File: config.mk
export PLATFORM = sky130hd
export DESIGN_NAME = sreg_port
export DESIGN_NICKNAME = d
export VERILOG_FILES = /design/src/rtl/sreg_pkg.sv /design/src/rtl/sreg_sync.sv /design/src/rtl/sreg_rx.sv /design/src/rtl/sreg_rdmux.sv /design/src/rtl/sreg_tx.sv /design/src/rtl/sreg_port.sv
export SDC_FILE = /design/constraint.sdc
export NUM_CORES = 1
export LEC_CHECK = 0
export ABC_AREA = 1
export BUFFER_PORTS_ARGS = -buffer_cell sky130_fd_sc_hd__buf_2
export CAP_MARGIN = 20
export CORE_MARGIN = 2
export CORE_UTILIZATION = 56
export DETAILED_ROUTE_END_ITERATION = 6
export MAX_ROUTING_LAYER = met4
export PLACE_DENSITY = 0.8
export SYNTH_ARGS = -nofsm -noshare
export SYNTH_HDL_FRONTEND = slang
export SYNTH_HIERARCHICAL = 1
export SYNTH_SLANG_ARGS = --single-unit
File: constraint.sdc
create_clock -name clk -period 2 [get_ports clk]
set_input_delay 0.2 -clock clk [delete_from_list [all_inputs] [get_ports clk]]
set_output_delay 0.2 -clock clk [all_outputs]
set_load 0.01 [all_outputs]
File: src/rtl/sreg_pkg.sv
package sreg_pkg;

   localparam int TGT_W = 2;

   typedef enum logic [TGT_W-1:0] {
      TGT_TEST  = 2'b00,
      TGT_CAL_A = 2'b01,
      TGT_CAL_B = 2'b10,
      TGT_CTRL  = 2'b11
   } tgt_e;

   typedef enum logic [1:0] {
      SRC_RESULT = 2'b00,
      SRC_TEST   = 2'b01,
      SRC_CAL    = 2'b10,
      SRC_STATUS = 2'b11
   } src_e;

endpackage

File: src/rtl/sreg_sync.sv
module sreg_sync #(
   parameter int   W       = 1,
   parameter int   STAGES  = 2,
   parameter logic [W-1:0] RST_VAL = '0
) (
   input  logic         clk,
   input  logic         rst_n,
   input  logic [W-1:0] d_in,
   output logic [W-1:0] q
);

   generate
      if (STAGES < 2) begin : g_bad_stages
         $error("sreg_sync: STAGES must be at least 2");
      end
   endgenerate

   logic [W-1:0] chain [STAGES];

   always_ff @(posedge clk or negedge rst_n) begin
      if (!rst_n) begin
         for (int s = 0; s < STAGES; s++) chain[s] <= RST_VAL;
      end else begin
         chain[0] <= d_in;
         for (int s = 1; s < STAGES; s++) chain[s] <= chain[s-1];
      end
   end

   assign q = chain[STAGES-1];

endmodule

File: src/rtl/sreg_rx.sv
module sreg_rx #(
   parameter int FRAME_W = 16
) (
   input  logic               clk,
   input  logic               rst_n,
   input  logic               frame_act,
   input  logic               bit_rise,
   input  logic               din_s,
   output logic               commit,
   output logic [FRAME_W-1:0] word
);

   localparam int CNT_W = $clog2(FRAME_W + 1);
   localparam logic [CNT_W-1:0] LAST = CNT_W'(FRAME_W - 1);
   localparam logic [CNT_W-1:0] FULL = CNT_W'(FRAME_W);

   logic [CNT_W-1:0] cnt;

   always_ff @(posedge clk or negedge rst_n) begin
      if (!rst_n) begin
         cnt    <= '0;
         word   <= '0;
         commit <= 1'b0;
      end else if (!frame_act) begin
         cnt    <= '0;
         commit <= 1'b0;
      end else if (bit_rise && cnt != FULL) begin
         word   <= {word[FRAME_W-2:0], din_s};
         cnt    <= cnt + 1'b1;
         commit <= (cnt == LAST);
      end else begin
         commit <= 1'b0;
      end
   end

   AST_ONE_COMMIT: assert property (@(posedge clk) disable iff (!rst_n)
      commit |=> !commit);
   AST_COMMIT_IN_FRAME: assert property (@(posedge clk) disable iff (!rst_n)
      commit |-> $past(frame_act));

endmodule

File: src/rtl/sreg_rdmux.sv
module sreg_rdmux
   import sreg_pkg::*;
#(
   parameter int FRAME_W = 16,
   parameter int DATA_W  = 14,
   parameter int RES_W   = 12
) (
   input  src_e               sel,
   input  logic [RES_W-1:0]   result,
   input  logic [FRAME_W-1:0] status,
   input  logic [DATA_W-1:0]  test_val,
   input  logic [DATA_W-1:0]  cal_val,
   output logic [FRAME_W-1:0] word
);

   logic [FRAME_W-1:0] res_w, test_w, cal_w;

   generate
      if (RES_W == FRAME_W) begin : g_res_full
         assign res_w = result;
      end else begin : g_res_pad
         assign res_w = {{(FRAME_W-RES_W){1'b0}}, result};
      end
      if (DATA_W == FRAME_W) begin : g_dat_full
         assign test_w = test_val;
         assign cal_w  = cal_val;
      end else begin : g_dat_pad
         assign test_w = {{(FRAME_W-DATA_W){1'b0}}, test_val};
         assign cal_w  = {{(FRAME_W-DATA_W){1'b0}}, cal_val};
      end
   endgenerate

   always_comb begin
      unique case (sel)
         SRC_RESULT: word = res_w;
         SRC_TEST:   word = test_w;
         SRC_CAL:    word = cal_w;
         default:    word = status;
      endcase
   end

endmodule

File: src/rtl/sreg_tx.sv
module sreg_tx #(
   parameter int FRAME_W = 16
) (
   input  logic               clk,
   input  logic               rst_n,
   input  logic               load,
   input  logic [FRAME_W-1:0] load_word,
   input  logic               shift,
   output logic               dout
);

   logic [FRAME_W-1:0] sh;

   always_ff @(posedge clk or negedge rst_n) begin
      if (!rst_n)     sh <= '0;
      else if (load)  sh <= load_word;
      else if (shift) sh <= {sh[FRAME_W-2:0], 1'b0};
   end

   assign dout = sh[FRAME_W-1];

   AST_DOUT_HOLD: assert property (@(posedge clk) disable iff (!rst_n)
      (!load && !shift) |=> $stable(dout));

endmodule

File: src/rtl/sreg_port.sv
module sreg_port
   import sreg_pkg::*;
#(
   parameter int FRAME_W     = 16,
   parameter int RES_W       = 12,
   parameter int SEL_LO      = 6,
   parameter int SYNC_STAGES = 2
) (
   input  logic                        clk,
   input  logic                        rst_n,
   input  logic                        sclk,
   input  logic                        sync_n,
   input  logic                        din,
   output logic                        dout,
   input  logic [RES_W-1:0]            conv_result,
   input  logic [FRAME_W-1:0]          status_word,
   output logic [FRAME_W-TGT_W-1:0]    ctrl_out,
   output logic                        cal_wr_en,
   output logic [TGT_W-1:0]            cal_wr_addr,
   output logic [FRAME_W-TGT_W-1:0]    cal_wr_data,
   output logic                        cal_ptr_clr,
   input  logic [FRAME_W-TGT_W-1:0]    cal_rd_data,
   output logic                        cal_rd_next
);

   localparam int DATA_W = FRAME_W - TGT_W;

   generate
      if (RES_W > FRAME_W) begin : g_bad_res
         $error("sreg_port: RES_W exceeds FRAME_W");
      end
      if (SEL_LO + 1 >= DATA_W) begin : g_bad_sel
         $error("sreg_port: selector field outside the control word");
      end
      if (FRAME_W < 4) begin : g_bad_frame
         $error("sreg_port: FRAME_W too small");
      end
   endgenerate

   // synchronised serial pins: bit 2 = sync_n, bit 1 = sclk, bit 0 = din
   logic [2:0] pins_s;
   logic [1:0] edge_prev;

   sreg_sync #(.W(3), .STAGES(SYNC_STAGES), .RST_VAL(3'b100)) u_sync (
      .clk   (clk),
      .rst_n (rst_n),
      .d_in  ({sync_n, sclk, din}),
      .q     (pins_s)
   );

   always_ff @(posedge clk or negedge rst_n) begin
      if (!rst_n) edge_prev <= 2'b10;
      else        edge_prev <= pins_s[2:1];
   end

   logic frame_act, frame_open, bit_rise, bit_fall;
   assign frame_act  = ~pins_s[2];
   assign frame_open = ~pins_s[2] &  edge_prev[1];
   assign bit_rise   =  pins_s[1] & ~edge_prev[0];
   assign bit_fall   = ~pins_s[1] &  edge_prev[0] & frame_act;

   logic               commit;
   logic [FRAME_W-1:0] rx_word;

   sreg_rx #(.FRAME_W(FRAME_W)) u_rx (
      .clk       (clk),
      .rst_n     (rst_n),
      .frame_act (frame_act),
      .bit_rise  (bit_rise),
      .din_s     (pins_s[0]),
      .commit    (commit),
      .word      (rx_word)
   );

   logic [DATA_W-1:0] ctrl_q, test_q;
   src_e              rd_sel, frame_sel;
   tgt_e              rx_tgt;
   logic [DATA_W-1:0] rx_data;
   logic [FRAME_W-1:0] rd_word;

   assign rd_sel  = src_e'(ctrl_q[SEL_LO+1:SEL_LO]);
   assign rx_tgt  = tgt_e'(rx_word[FRAME_W-1 -: TGT_W]);
   assign rx_data = rx_word[DATA_W-1:0];

   sreg_rdmux #(.FRAME_W(FRAME_W), .DATA_W(DATA_W), .RES_W(RES_W)) u_mux (
      .sel      (rd_sel),
      .result   (conv_result),
      .status   (status_word),
      .test_val (test_q),
      .cal_val  (cal_rd_data),
      .word     (rd_word)
   );

   sreg_tx #(.FRAME_W(FRAME_W)) u_tx (
      .clk       (clk),
      .rst_n     (rst_n),
      .load      (frame_open),
      .load_word (rd_word),
      .shift     (bit_fall),
      .dout      (dout)
   );

   always_ff @(posedge clk or negedge rst_n) begin
      if (!rst_n) begin
         ctrl_q      <= '0;
         test_q      <= '0;
         frame_sel   <= SRC_RESULT;
         cal_wr_en   <= 1'b0;
         cal_wr_addr <= '0;
         cal_wr_data <= '0;
         cal_ptr_clr <= 1'b0;
         cal_rd_next <= 1'b0;
      end else begin
         cal_wr_en   <= 1'b0;
         cal_ptr_clr <= 1'b0;
         cal_rd_next <= 1'b0;
         if (frame_open) frame_sel <= rd_sel;
         if (commit) begin
            cal_rd_next <= (frame_sel == SRC_CAL);
            case (rx_tgt)
               TGT_CTRL: begin
                  ctrl_q      <= rx_data;
                  cal_ptr_clr <= 1'b1;
               end
               TGT_TEST: test_q <= rx_data;
               default: begin
                  cal_wr_en   <= 1'b1;
                  cal_wr_addr <= rx_tgt;
                  cal_wr_data <= rx_data;
               end
            endcase
         end
      end
   end

   assign ctrl_out = ctrl_q;

   AST_CTRL_HOLD: assert property (@(posedge clk) disable iff (!rst_n)
      !commit |=> $stable(ctrl_q));
   AST_SEL_STICKY: assert property (@(posedge clk) disable iff (!rst_n)
      !commit |=> $stable(rd_sel));
   AST_CAL_WR_SRC: assert property (@(posedge clk) disable iff (!rst_n)
      cal_wr_en |-> $past(commit));
   AST_CLR_NO_WR: assert property (@(posedge clk) disable iff (!rst_n)
      cal_ptr_clr |-> !cal_wr_en);
   AST_RDNEXT_SRC: assert property (@(posedge clk) disable iff (!rst_n)
      cal_rd_next |-> (frame_sel == SRC_CAL));

endmodule

== Word-level counts from Yosys, hierarchy flattened ==
Index checks and enable logic that the tools add are counted.
Cells by class
  equality and inequality tests: 6
  bitwise logic cells: 8
  mux-type cells: 12
  $add $sub $neg: 1
  reduce and logical (&&, ||, !) cells: 10
Operators by type and width (count)
  case mux 16 bit (3 select lines): 1
  2-to-1 mux 16 bit: 2
  2-to-1 mux 5 bit: 2
  AND reduction 2 bit: 4
  2-to-1 mux 1 bit: 7
  equality test 2 bit, second input constant: 3
  adder 5 x 1 -> 5 bit, second input constant: 1
  equality test 5 x 4 -> 1 bit, second input constant: 1
  inequality test 5 bit, second input constant: 1
  bitwise AND 1 bit: 4
  zero test 2 bit: 2
  NOT 1 bit: 4
  nonzero test 2 bit: 2
  equality test 2 x 1 -> 1 bit, second input constant: 1
  OR reduction 2 bit: 1
  logical AND 1 bit: 1
Word-level totals
  output and inout bits: 34
  logic and storage cells: 52
  flip-flop bits (word level): 95
  input bits: 47

== Logic depth before layout (Yosys ltp) ==
Gate-level depths: netlist (run 1).
  word-level depth: 5
  gate-level depth with buffers: 9
  depth with buffers taken out: 8

== Modules after synthesis ==
Netlist (run 1), hierarchy kept.
Modules (own cells, without submodules)
  sreg_port: times used 1, seq. area each 1277.5 µm², area each 2045.7 µm², cells each 219
  sreg_rx: times used 1, seq. area each 550.5 µm², area each 1043.5 µm², cells each 117
  sreg_tx: times used 1, seq. area each 400.4 µm², area each 759.5 µm², cells each 87
  sreg_rdmux: times used 1, seq. area each 0.0 µm², area each 467.9 µm², cells each 88
  sreg_sync: times used 1, seq. area each 152.6 µm², area each 175.2 µm², cells each 9

== Worst setup path before layout (run 1) ==
OpenSTA, ideal clock, no wires.
  path kind: register to register
  start point: reg u_sync.chain (netlist bit u_sync/q[2])
  end point: reg u_tx.sh[3]
  library setup time: 68 ps
  stages on the path, launching flop included: 10
  buffers on the path: 3
  required time: 1932 ps
  slack: 662 ps
  clock period less this slack: 1338 ps
  data arrival time: 1270 ps
  cell sequence: dfstp_2 -> buf_4 -> inv_1 -> nand2_1 -> inv_1 -> buf_6 -> inv_2 -> clkbuf_8 -> nand3_1 -> nand3_1
On the way
  cells in the longest elaborated chain, start to end: 3
  elaborated cells between the ends (all ways): 5
  those cells by class: mux (1); bitwise (3); reduce/logical (1)
Ends and longest elaborated chain
  start: declaration: RTL line sreg_sync.sv:18  | logic [W-1:0] chain [STAGES];
  NOT 1 bit (no source line) *
  net frame_act: RTL line sreg_port.sv:56  | logic frame_act, frame_open, bit_rise, bit_fall;
  bitwise AND 1 bit *: RTL line sreg_port.sv:58  | assign frame_open = ~pins_s[2] & edge_prev[1];
  net frame_open: RTL line sreg_port.sv:56
  2-to-1 mux 16 bit or nonzero test 2 bit (tied branches)
  end signal: assignment: RTL line sreg_tx.sv:16  | else if (load) sh <= load_word;
  end signal: assignment: RTL line sreg_tx.sv:17  | else if (shift) sh <= {sh[FRAME_W-2:0], 1'b0};
  end: declaration: RTL line sreg_tx.sv:12  | logic [FRAME_W-1:0] sh;
The timed path passes the listed nets; every way through them passes the cells marked *.
A chain may end at the register's enable or synchronous reset.

== Worst setup path in the final report (run 1) ==
  start point: reg edge_prev[1]
  end point: reg u_tx.sh[13]
On the way
  cells in the longest elaborated chain, start to end: 2
  elaborated cells between the ends (all ways): 3
  those cells by class: mux (1); bitwise (1); reduce/logical (1)
Ends and longest elaborated chain
  start: declaration: RTL line sreg_port.sv:42  | logic [1:0] edge_prev;
  start signal: assignment: RTL line sreg_port.sv:53  | else edge_prev <= pins_s[2:1];
  bitwise AND 1 bit *: RTL line sreg_port.sv:58
  net frame_open: RTL line sreg_port.sv:56
  2-to-1 mux 16 bit or nonzero test 2 bit (tied branches)
Marked as above.

==> qor.yml, run 1 <==
grt:
  grt_pass1_vias: 3751
  grt_max_degree: 47
  grt_use_total_pct: 25.31
  grt_pass1_wl_um: 17040
  overflow: 0
  antenna_found_initial: 0
critical_path:
  cp_common_cell: "nand3_1"
  crit_slowest_cell: "dfstp_2"
  worstSetupStartpointType: "register"
  cp_max_fo: 18
  worstPathArrival_ns: 2.00
  critical_path_class: "register to register"
  worstPathCellList: "nand2_1 -> inv_1 -> inv_2 -> nand3_1 -> nand3_1"
  reg2reg_from: "edge_prev[1]"
  required_ns: 2.24
  crit_start: "edge_prev[1]"
  critPathMaxStageDelay_ns: 0.55
  cp-end-kind: "register"
clock_tree:
  htree_levels: 3
  cts-root-buf: "clkbuf_8"
  clkTransAtPathRegs_ns: 0.09
  hold_buffers: 4
  cts_buffers: 9
  cts_setup_buffers: 0
  clkLatencyLatePin_ns: 0.37
  cts_resized: 0
  cts.sinks: 95
  cts_tree: "yes"
  cts_buffer_depth: 2
sta:
  tightest_slew_ns: 0.7299
  hold_violations: 0
  relSlewSlack_pct: 51.34
  timing.setup.tns_ns: 0
  finalCriticalPeriod_ns: 1.757
  finalClockSkew_ns: 0.005234
  fmax_mhz: 569.2
  rsz0062_at_grt: "no"
  finalCritPeriodShare_pct: 87.84
  drv_slew: 0
  setup_violations: 0
place:
  port-buffer-count: 80
  gp_congestion: 0.9036
  dpl.hpwl_um: 6860
  place_area_sq_um: 4812
finish:
  diodes: 0
  drive_above_1_share_pct: 20.71
  fin_area_sq_um: 5131
  nNetsFinal: 641
  area.growth.synth_to_final_pct: 14.23
synth:
  synth_nets: 572
  post-synth-top-area-cell: "dfrtp_1"
  synth_edf_count: 0
  synth_common_cells: "189 x nand2_1, 118 x nand3_1, 92 x dfrtp_1"
  yosys.area.top_type_share_pct: 51.25
  ys_warn_count: 6
  avgSynthCellArea_sq_um: 8.638
  post-synth-top-count-cell: "nand2_1"
  netlist_top_cells_area: "dfrtp_1 51%, nand2_1 16%, nand3_1 13%"
  ys_seq_elements: 95
  seq_area_frac_synth_pct: 53.01
  syn-instance-count: 520
  synth_cell_types: 24
  synthArstFlopShare_pct: 100.0
  synth_flop_cell: "dfrtp_1"
  synth.cell_area_sq_um: 4492
route:
  dr_wl_met2_um: 4832
  vias: 3796
  final_antenna_net_count: 0
  dr_wl_met3_um: 659
  via_per_inst: 5.454
  routed_wl_um: 10060
  drt_iter0_markers: 255
  wire_per_inst_um: 14.45
  top_layer: "met4"
  drt_first_pass_iters: 5
  drc: 0
  wl_met1_um: 4451
power_and_ir_drop:
  max-vdd-ir-drop_uv: 422.7
  power_uw: 4055
  power_density_nw_per_um2: 790.3
  leakage_uw: 0.002872
outcome:
  status: "completed"
floorplanning:
  coreArea_sq_um: 7767
  dieArea_sq_um: 8753
  num_rows: 32
  dieWidth_um: 93.56
  initial_core_util_pct: 57.83
  die_h_um: 93.56
  io_pins: 81
run:
  cap_viol_max_count: 0
min_path:
  holdCritPathClass: "input port to register"
  hp-start: "conv_result[6]"
-- registers in the layout, summed over array words and instances, names as in the netlist --
name / flops
cal_ptr_clr: 1
cal_rd_next: 1
cal_wr_addr: 2
cal_wr_data: 14
cal_wr_en: 1
ctrl_out: 14
edge_prev: 2
frame_sel: 2
test_q: 14
u_rx/cnt: 5
u_rx/commit: 1
u_rx/word: 16
u_sync/chain: 3
u_sync/q: 3
u_tx/sh: 16
-- cell type report --
| class | instances | area, sq um |
|---|---|---|
| multi-input cells | 366 | 1719 |
| well taps | 102 | 127.6 |
| clock buffers | 11 | 151.4 |
| fillers | 650 | 2636 |
| clock inverters | 5 | 127.6 |
| inverters | 21 | 78.83 |
| flip-flops and latches | 95 | 2381 |
| repair buffers | 96 | 545.5 |
-- worst max-delay path, delay by kind of cell, from the launching register on --
family / cells / cell delay (ns)
flops: 1 / 0.55
buf+inv: 2 / 0.77
simple gates: 3 / 0.31
-- metrics by stage --
step	hold WS (ns)	setup slack, ns	std cells	utilization [%]
after floorplan	-0.09559	0.6616	520	-
after global placement	0.2460	0.3398	676	61.95
after detailed placement	0.2503	0.2475	676	61.95
after CTS	0.1627	0.2331	696	66.06
after global routing	0.1910	0.08898	696	66.06
final	0.1621	0.2432	696	66.06
-- final timing paths --
| path | to | slack [ns] | depth (start not counted) |
|---|---|---|---|
| worst max-delay path | u_tx/sh[13] | 0.24 | 5 |
| worst min-delay path | u_tx/sh[6] | 0.16 | 5 |
| worst max register to register | u_tx/sh[13] | 0.24 | 5 |
| worst min register to register | u_sync/q[1] | 0.36 | 0 |
| max in group asynchronous | test_q[6] | 0.98 | 3 |
| min in group asynchronous | frame_sel[0] | 0.38 | 2 |
-- layout by cell type, fill, tap and decap left out, types with 2 or more instances in the layout --
master / count
nand4_1: 33
ha_1: 5
nand3_1: 118
nand2_4: 2
buf_4: 12
nor2_2: 2
buf_2: 79
nand2_1: 189
inv_1: 18
bufinv_16: 4
dfstp_2: 3
dlygate4sd3_1: 4
inv_2: 3
dfrtp_1: 92
clkbuf_8: 11
nor2_1: 10
-- routing by layer --
metal	vias up	global-route usage, %
li1	1852	-
met1	1795	33.51
met2	138	41.01
met3	11	2.820
met4	0	9.179
met5	-	-
-- power breakdown --
part           switching [uW]  internal [uW]  total (uW)
Sequential               94.8           2010        2110
Combinational             152           99.2         251
Clock                     673           1020        1700
-- kinds of logic (layout without fill, tap and decap cells) --
kind of cell    Yosys count  in the layout  synth area share, %
compound gates            1              1               0.1113
buf+inv                  59            133                8.718
flops                    95             95                53.01
simple gates            360            360                36.77
fa+ha+maj                 5              5                1.393
No activity file was read; power rests on OpenSTA's default activity.
==> inputs of run 2 (changes only) <==
--- a/config.mk
+++ b/config.mk
@@ -13,7 +13,6 @@
 export DETAILED_ROUTE_END_ITERATION = 6
 export MAX_ROUTING_LAYER = met4
-export PLACE_DENSITY = 0.8
+export PLACE_DENSITY = 0.81
 export SYNTH_ARGS = -nofsm -noshare
 export SYNTH_HDL_FRONTEND = slang
-export SYNTH_HIERARCHICAL = 1
 export SYNTH_SLANG_ARGS = --single-unit
==> constraint.sdc (replaced) <==
create_clock -name clk -period 2 [get_ports clk]
set_input_delay 0.6 -clock clk [delete_from_list [all_inputs] [get_ports clk]]
set_output_delay 0.6 -clock clk [all_outputs]
set_load 0.01 [all_outputs]
==> qor.yml, run 2 <==
synth:
  synthArstFlopShare_pct: 100.0
  avgSynthCellArea_sq_um: 9.078
  synth_flop_cell: "dfrtp_1"
  ys_seq_elements: 95
  synth_edf_count: 0
  syn-instance-count: 458
  synth_common_cells: "127 x nand2_1, 92 x dfrtp_1, 56 x o21ai_1"
  yosys.area.top_type_share_pct: 55.37
  post-synth-top-count-cell: "nand2_1"
  seq_area_frac_synth_pct: 57.27
  synth.cell_area_sq_um: 4158
  post-synth-top-area-cell: "dfrtp_1"
  synth_nets: 510
  ys_warn_count: 0
  synth_cell_types: 26
  netlist_top_cells_area: "dfrtp_1 55%, nand2_1 11%, o21ai_1 6.7%"
critical_path:
  crit_slowest_cell: "dfrtp_1"
  path_delay_family: "flip-flops"
  worstPathArrival_ns: 1.22
  cp_max_fo: 10
  required_ns: 1.40
  critical_path_class: "register to output pin"
  worstSetupStartpointType: "register"
  crit_buf_inv: 1
  worstPathCellList: "buf_2"
  cp-end-kind: "output pin"
  critPathMaxStageDelay_ns: 0.64
sta:
  fmax_mhz: 548.8
  drv_slew: 0
  hold_violations: 0
  finalCritPeriodShare_pct: 91.11
  relSlewSlack_pct: 63.16
  finalClockSkew_ns: 0.01073
  timing.setup.tns_ns: 0
  rsz0062_at_grt: "no"
  tightest_slew_ns: 0.5519
  finalCriticalPeriod_ns: 1.822
  fin_ws_ns: 0.1778
  setup_violations: 0
place:
  dpl.hpwl_um: 6554
  gp_congestion: 0.8743
  port-buffer-count: 80
  dp.cells: 627
  dp_slack_ns: 0.3473
outcome:
  status: "completed"
grt:
  grt_use_total_pct: 24.29
  overflow: 0
  grt_pass1_vias: 3218
  grt_pass1_wl_um: 15520
  antenna_found_initial: 0
  grt_max_degree: 52
finish:
  layout.cells.most_common: "nand2_1"
  diodes: 0
  nNetsFinal: 591
  drive_above_1_share_pct: 26.10
  utilization_pct: 67.10
  layout_common_cells: "127 x nand2_1, 92 x dfrtp_1, 79 x buf_2, 56 x o21ai_1, 36 x nor2_1"
  reg_top3: "u_rx.word x16, u_tx.sh x16"
  nFillCells: 575
  final_cells: 643
  area.growth.synth_to_final_pct: 16.43
floorplanning:
  initial_core_util_pct: 57.63
  io_pins: 81
  dieArea_sq_um: 8130
  coreArea_sq_um: 7214
  dieWidth_um: 90.17
  die_h_um: 90.17
  num_rows: 31
clock_tree:
  cts_buffer_depth: 2
  cts_buffers: 9
  clkLatencyLatePin_ns: 0.36
  clkTransAtPathRegs_ns: 0.09
  hold_buffers: 0
  cts-root-buf: "clkbuf_8"
  cts_setup_buffers: 0
  cts_resized: 0
  cts.sinks: 95
  cts_tree: "yes"
  htree_levels: 3
power_and_ir_drop:
  power_density_nw_per_um2: 753.1
  max-vdd-ir-drop_uv: 419.2
  leakage_uw: 0.002392
route:
  via_per_inst: 5.221
  drc: 0
  wire_per_inst_um: 14.20
  vias: 3357
  final_antenna_net_count: 0
  drt_iter0_markers: 302
  routed_wl_um: 9131
  drt_first_pass_iters: 5
run:
  cap_viol_max_count: 0
min_path:
  holdCritPathClass: "input port to asynchronous set/reset pin"
## run 2: cell count changes in the layout (fill, tap and decap cells not counted), sizes merged
| cell | delta |
|---|---|
| xnor2 | +1 |
| dlygate4sd3 | -4 |
| a21oi | +13 |
| nand4 | -26 |
| inv | +15 |
| nand3 | -93 |
| clkinv | +2 |
| clkinvlp | +1 |
| o21ai | +86 |
| nand3b | -1 |
| buf | -2 |
| nand2 | -63 |
| bufinv | -4 |
| nor2 | +25 |
## run 2: report_power, final
part           leakage (uW)  switching, uW  internal, uW
Clock             0.0000922            675           529
Sequential          0.00127           56.6          2020
Combinational       0.00103            236           128
## run 2: final timing paths
path                                  from         endpoint  cells after the start  slack (ns)
min                                  rst_n     u_rx.word[1]                      1         0.1
max reg2reg                    u_rx.cnt[0]    u_rx.word[13]                      6        0.28
max                            ctrl_out[7]      ctrl_out[7]                      1        0.18
min in group clk                    sync_n  u_sync.chain[5]                      1        0.33
min reg2reg                u_sync.chain[4]      u_sync.q[1]                      0        0.36
max in group asynchronous            rst_n        test_q[6]                      2        1.37
## run 2: through the flow
step / total power [uW] / hold slack (ns) / area [sq um]
floorplan: 2322 / 0.3044 / 4158
global placement: 2461 / 0.3340 / 4648
detailed placement: 2481 / 0.3387 / 4648
CTS: 3672 / 0.08888 / 4841
global route: 3806 / 0.09725 / 4841
finish: 3646 / 0.09529 / 4841
## run 2: layout make-up
| class | instances | area [sq um] | share of cell area [%] |
|---|---|---|---|
| Clock inverter | 5 | 41.29 | 0.8529 |
| Clock buffer | 11 | 151.4 | 3.127 |
| Inverter | 35 | 133.9 | 2.766 |
| Multi-Input combinational cell | 308 | 1519 | 31.38 |
| Timing Repair Buffer | 90 | 490.5 | 10.13 |
| Tap cell | 99 | 123.9 | 2.559 |
| Sequential cell | 95 | 2381 | 49.19 |
## run 2: cell families after synthesis
| logic type | share of synthesized area, % |
|---|---|
| adder cells (fa/ha/maj) | 1.505 |
| XOR/XNOR | 0.2107 |
| flip-flops | 57.27 |
| buffers and inverters | 6.199 |
| AND/OR/NAND/NOR | 20.98 |
| AO/OA/AOI/OAI | 13.84 |
## run 2: layer usage
| metal | share of wire [%] | GRT usage [%] | vias up | wire (um) |
|---|---|---|---|---|
| li1 | - | - | 1640 | - |
| met1 | 45 | 34.17 | 1593 | 4140 |
| met2 | 47 | 36.09 | 111 | 4331 |
| met3 | 5.8 | 4.107 | 13 | 532 |
| met4 | 1.4 | 8.846 | 0 | 127 |
| met5 | 0 | - | - | 0 |
==> inputs of run 3 (changes only) <==
Settings changed: PLACE_DENSITY 0.81 to 0.85.
==> qor.yml, run 3 (synthesized netlist as in run 2, its figures left out) <==
critical_path:
  cp-end-kind: "output pin"
  required_ns: 1.40
  critPathMaxStageDelay_ns: 0.66
  path_delay_family: "flip-flops"
  critical_path_class: "register to output pin"
  crit_slowest_cell: "dfrtp_1"
  worstSetupStartpointType: "register"
  critical_path_depth: 1
  worstPathCellList: "buf_2"
  worstPathArrival_ns: 1.28
  crit_buf_inv: 1
  reg2reg_depth: 6
  cp_max_fo: 14
grt:
  grt_use_total_pct: 24.58
  grt_max_degree: 41
  overflow: 0
  grt_pass1_vias: 3264
  grt_pass1_wl_um: 15370
  antenna_found_initial: 0
sta:
  fmax_mhz: 532.8
  finalCritPeriodShare_pct: 93.84
  fin_ws_ns: 0.1233
  timing.setup.tns_ns: 0
  setup_violations: 0
  finalClockSkew_ns: 0.008779
  relSlewSlack_pct: 64.66
  rsz0062_at_grt: "no"
  hold_violations: 0
  tightest_slew_ns: 0.5302
  drv_slew: 0
  finalCriticalPeriod_ns: 1.877
floorplanning:
  die_h_um: 90.17
  initial_core_util_pct: 57.63
  dieWidth_um: 90.17
  num_rows: 31
  io_pins: 81
  coreArea_sq_um: 7214
  dieArea_sq_um: 8130
clock_tree:
  cts-root-buf: "clkbuf_8"
  cts_setup_buffers: 0
  cts.sinks: 95
  clkTransAtPathRegs_ns: 0.09
  cts_resized: 0
  cts_buffer_depth: 2
  cts_tree: "yes"
  hold_buffers: 0
  htree_levels: 3
  cts_buffers: 9
  clkLatencyLatePin_ns: 0.37
outcome:
  status: "completed"
power_and_ir_drop:
  power_uw: 3792
  power_density_nw_per_um2: 783.8
  leakage_uw: 0.002391
  max-vdd-ir-drop_uv: 737.4
route:
  drt_iter0_markers: 239
  drt_first_pass_iters: 5
  drc: 0
  vias: 3382
  via_per_inst: 5.284
  wire_per_inst_um: 14.13
  routed_wl_um: 9041
  final_antenna_net_count: 0
finish:
  diodes: 0
  reg_top3: "u_rx.word x16, u_tx.sh x16"
  layout.cells.most_common: "nand2_1"
  final_cells: 640
  area.growth.synth_to_final_pct: 16.37
  nNetsFinal: 588
  drive_above_1_share_pct: 25.69
  layout_common_cells: "127 x nand2_1, 92 x dfrtp_1, 79 x buf_2, 56 x o21ai_1, 36 x nor2_1"
  nFillCells: 611
place:
  dp_slack_ns: 0.3659
  port-buffer-count: 80
  dp.cells: 624
  gp_congestion: 0.8776
  dpl.hpwl_um: 6599
min_path:
  holdCritPathClass: "input port to asynchronous set/reset pin"
run:
  cap_viol_max_count: 0
[run 3: changes by cell type in the layout (fill, tap and decap cells not counted), sizes merged]
cell and delta:
buf -3, bufinv +1, clkbuf -1, clkinv -1
clkinvlp -1, inv +2
[run 3: final cells by class]
type	instances	area, sq um	area share, %
Sequential cell	95	2381	49.21
Multi-Input combinational cell	308	1519	31.39
Timing Repair Buffer	87	467.9	9.672
Clock buffer	10	137.6	2.845
Inverter	35	133.9	2.767
Tap cell	99	123.9	2.560
Clock inverter	6	75.07	1.552
[run 3: per-layer routing]
metal	GRT usage, %	routed length, um
met5	-	0
met4	10.64	216
met3	4.443	465
met2	37.34	4337
met1	32.82	4021
[run 3: stage by stage]
step | hold slack [ns] | utilization (%) | area (sq um)
2_1_floorplan | 0.3044 | - | 4158
3_3_place_gp | 0.3332 | 64.12 | 4626
3_5_place_dp | 0.3428 | 64.12 | 4626
4_1_cts | 0.1283 | 67.07 | 4838
5_1_grt | 0.1426 | 67.07 | 4838
6_report | 0.1257 | 67.07 | 4838
[run 3: worst paths after layout]
check / to / from / slack, ns
min in group clk: u_sync.chain[5] / sync_n / 0.32
hold reg to reg: u_sync.q[2] / u_sync.chain[5] / 0.36
hold / removal: cal_wr_data[3] / rst_n / 0.13
setup reg to reg: u_rx.word[14] / u_rx.cnt[0] / 0.33
setup / recovery: ctrl_out[7] / ctrl_out[7] / 0.12
max in group asynchronous: u_sync.q[2] / rst_n / 1.28
[run 3: power by group]
part	internal (uW)	leakage (uW)	switching [uW]
clock	632	0.000105	715
sequential	2020	0.00127	58.8
combinational	126	0.00102	239
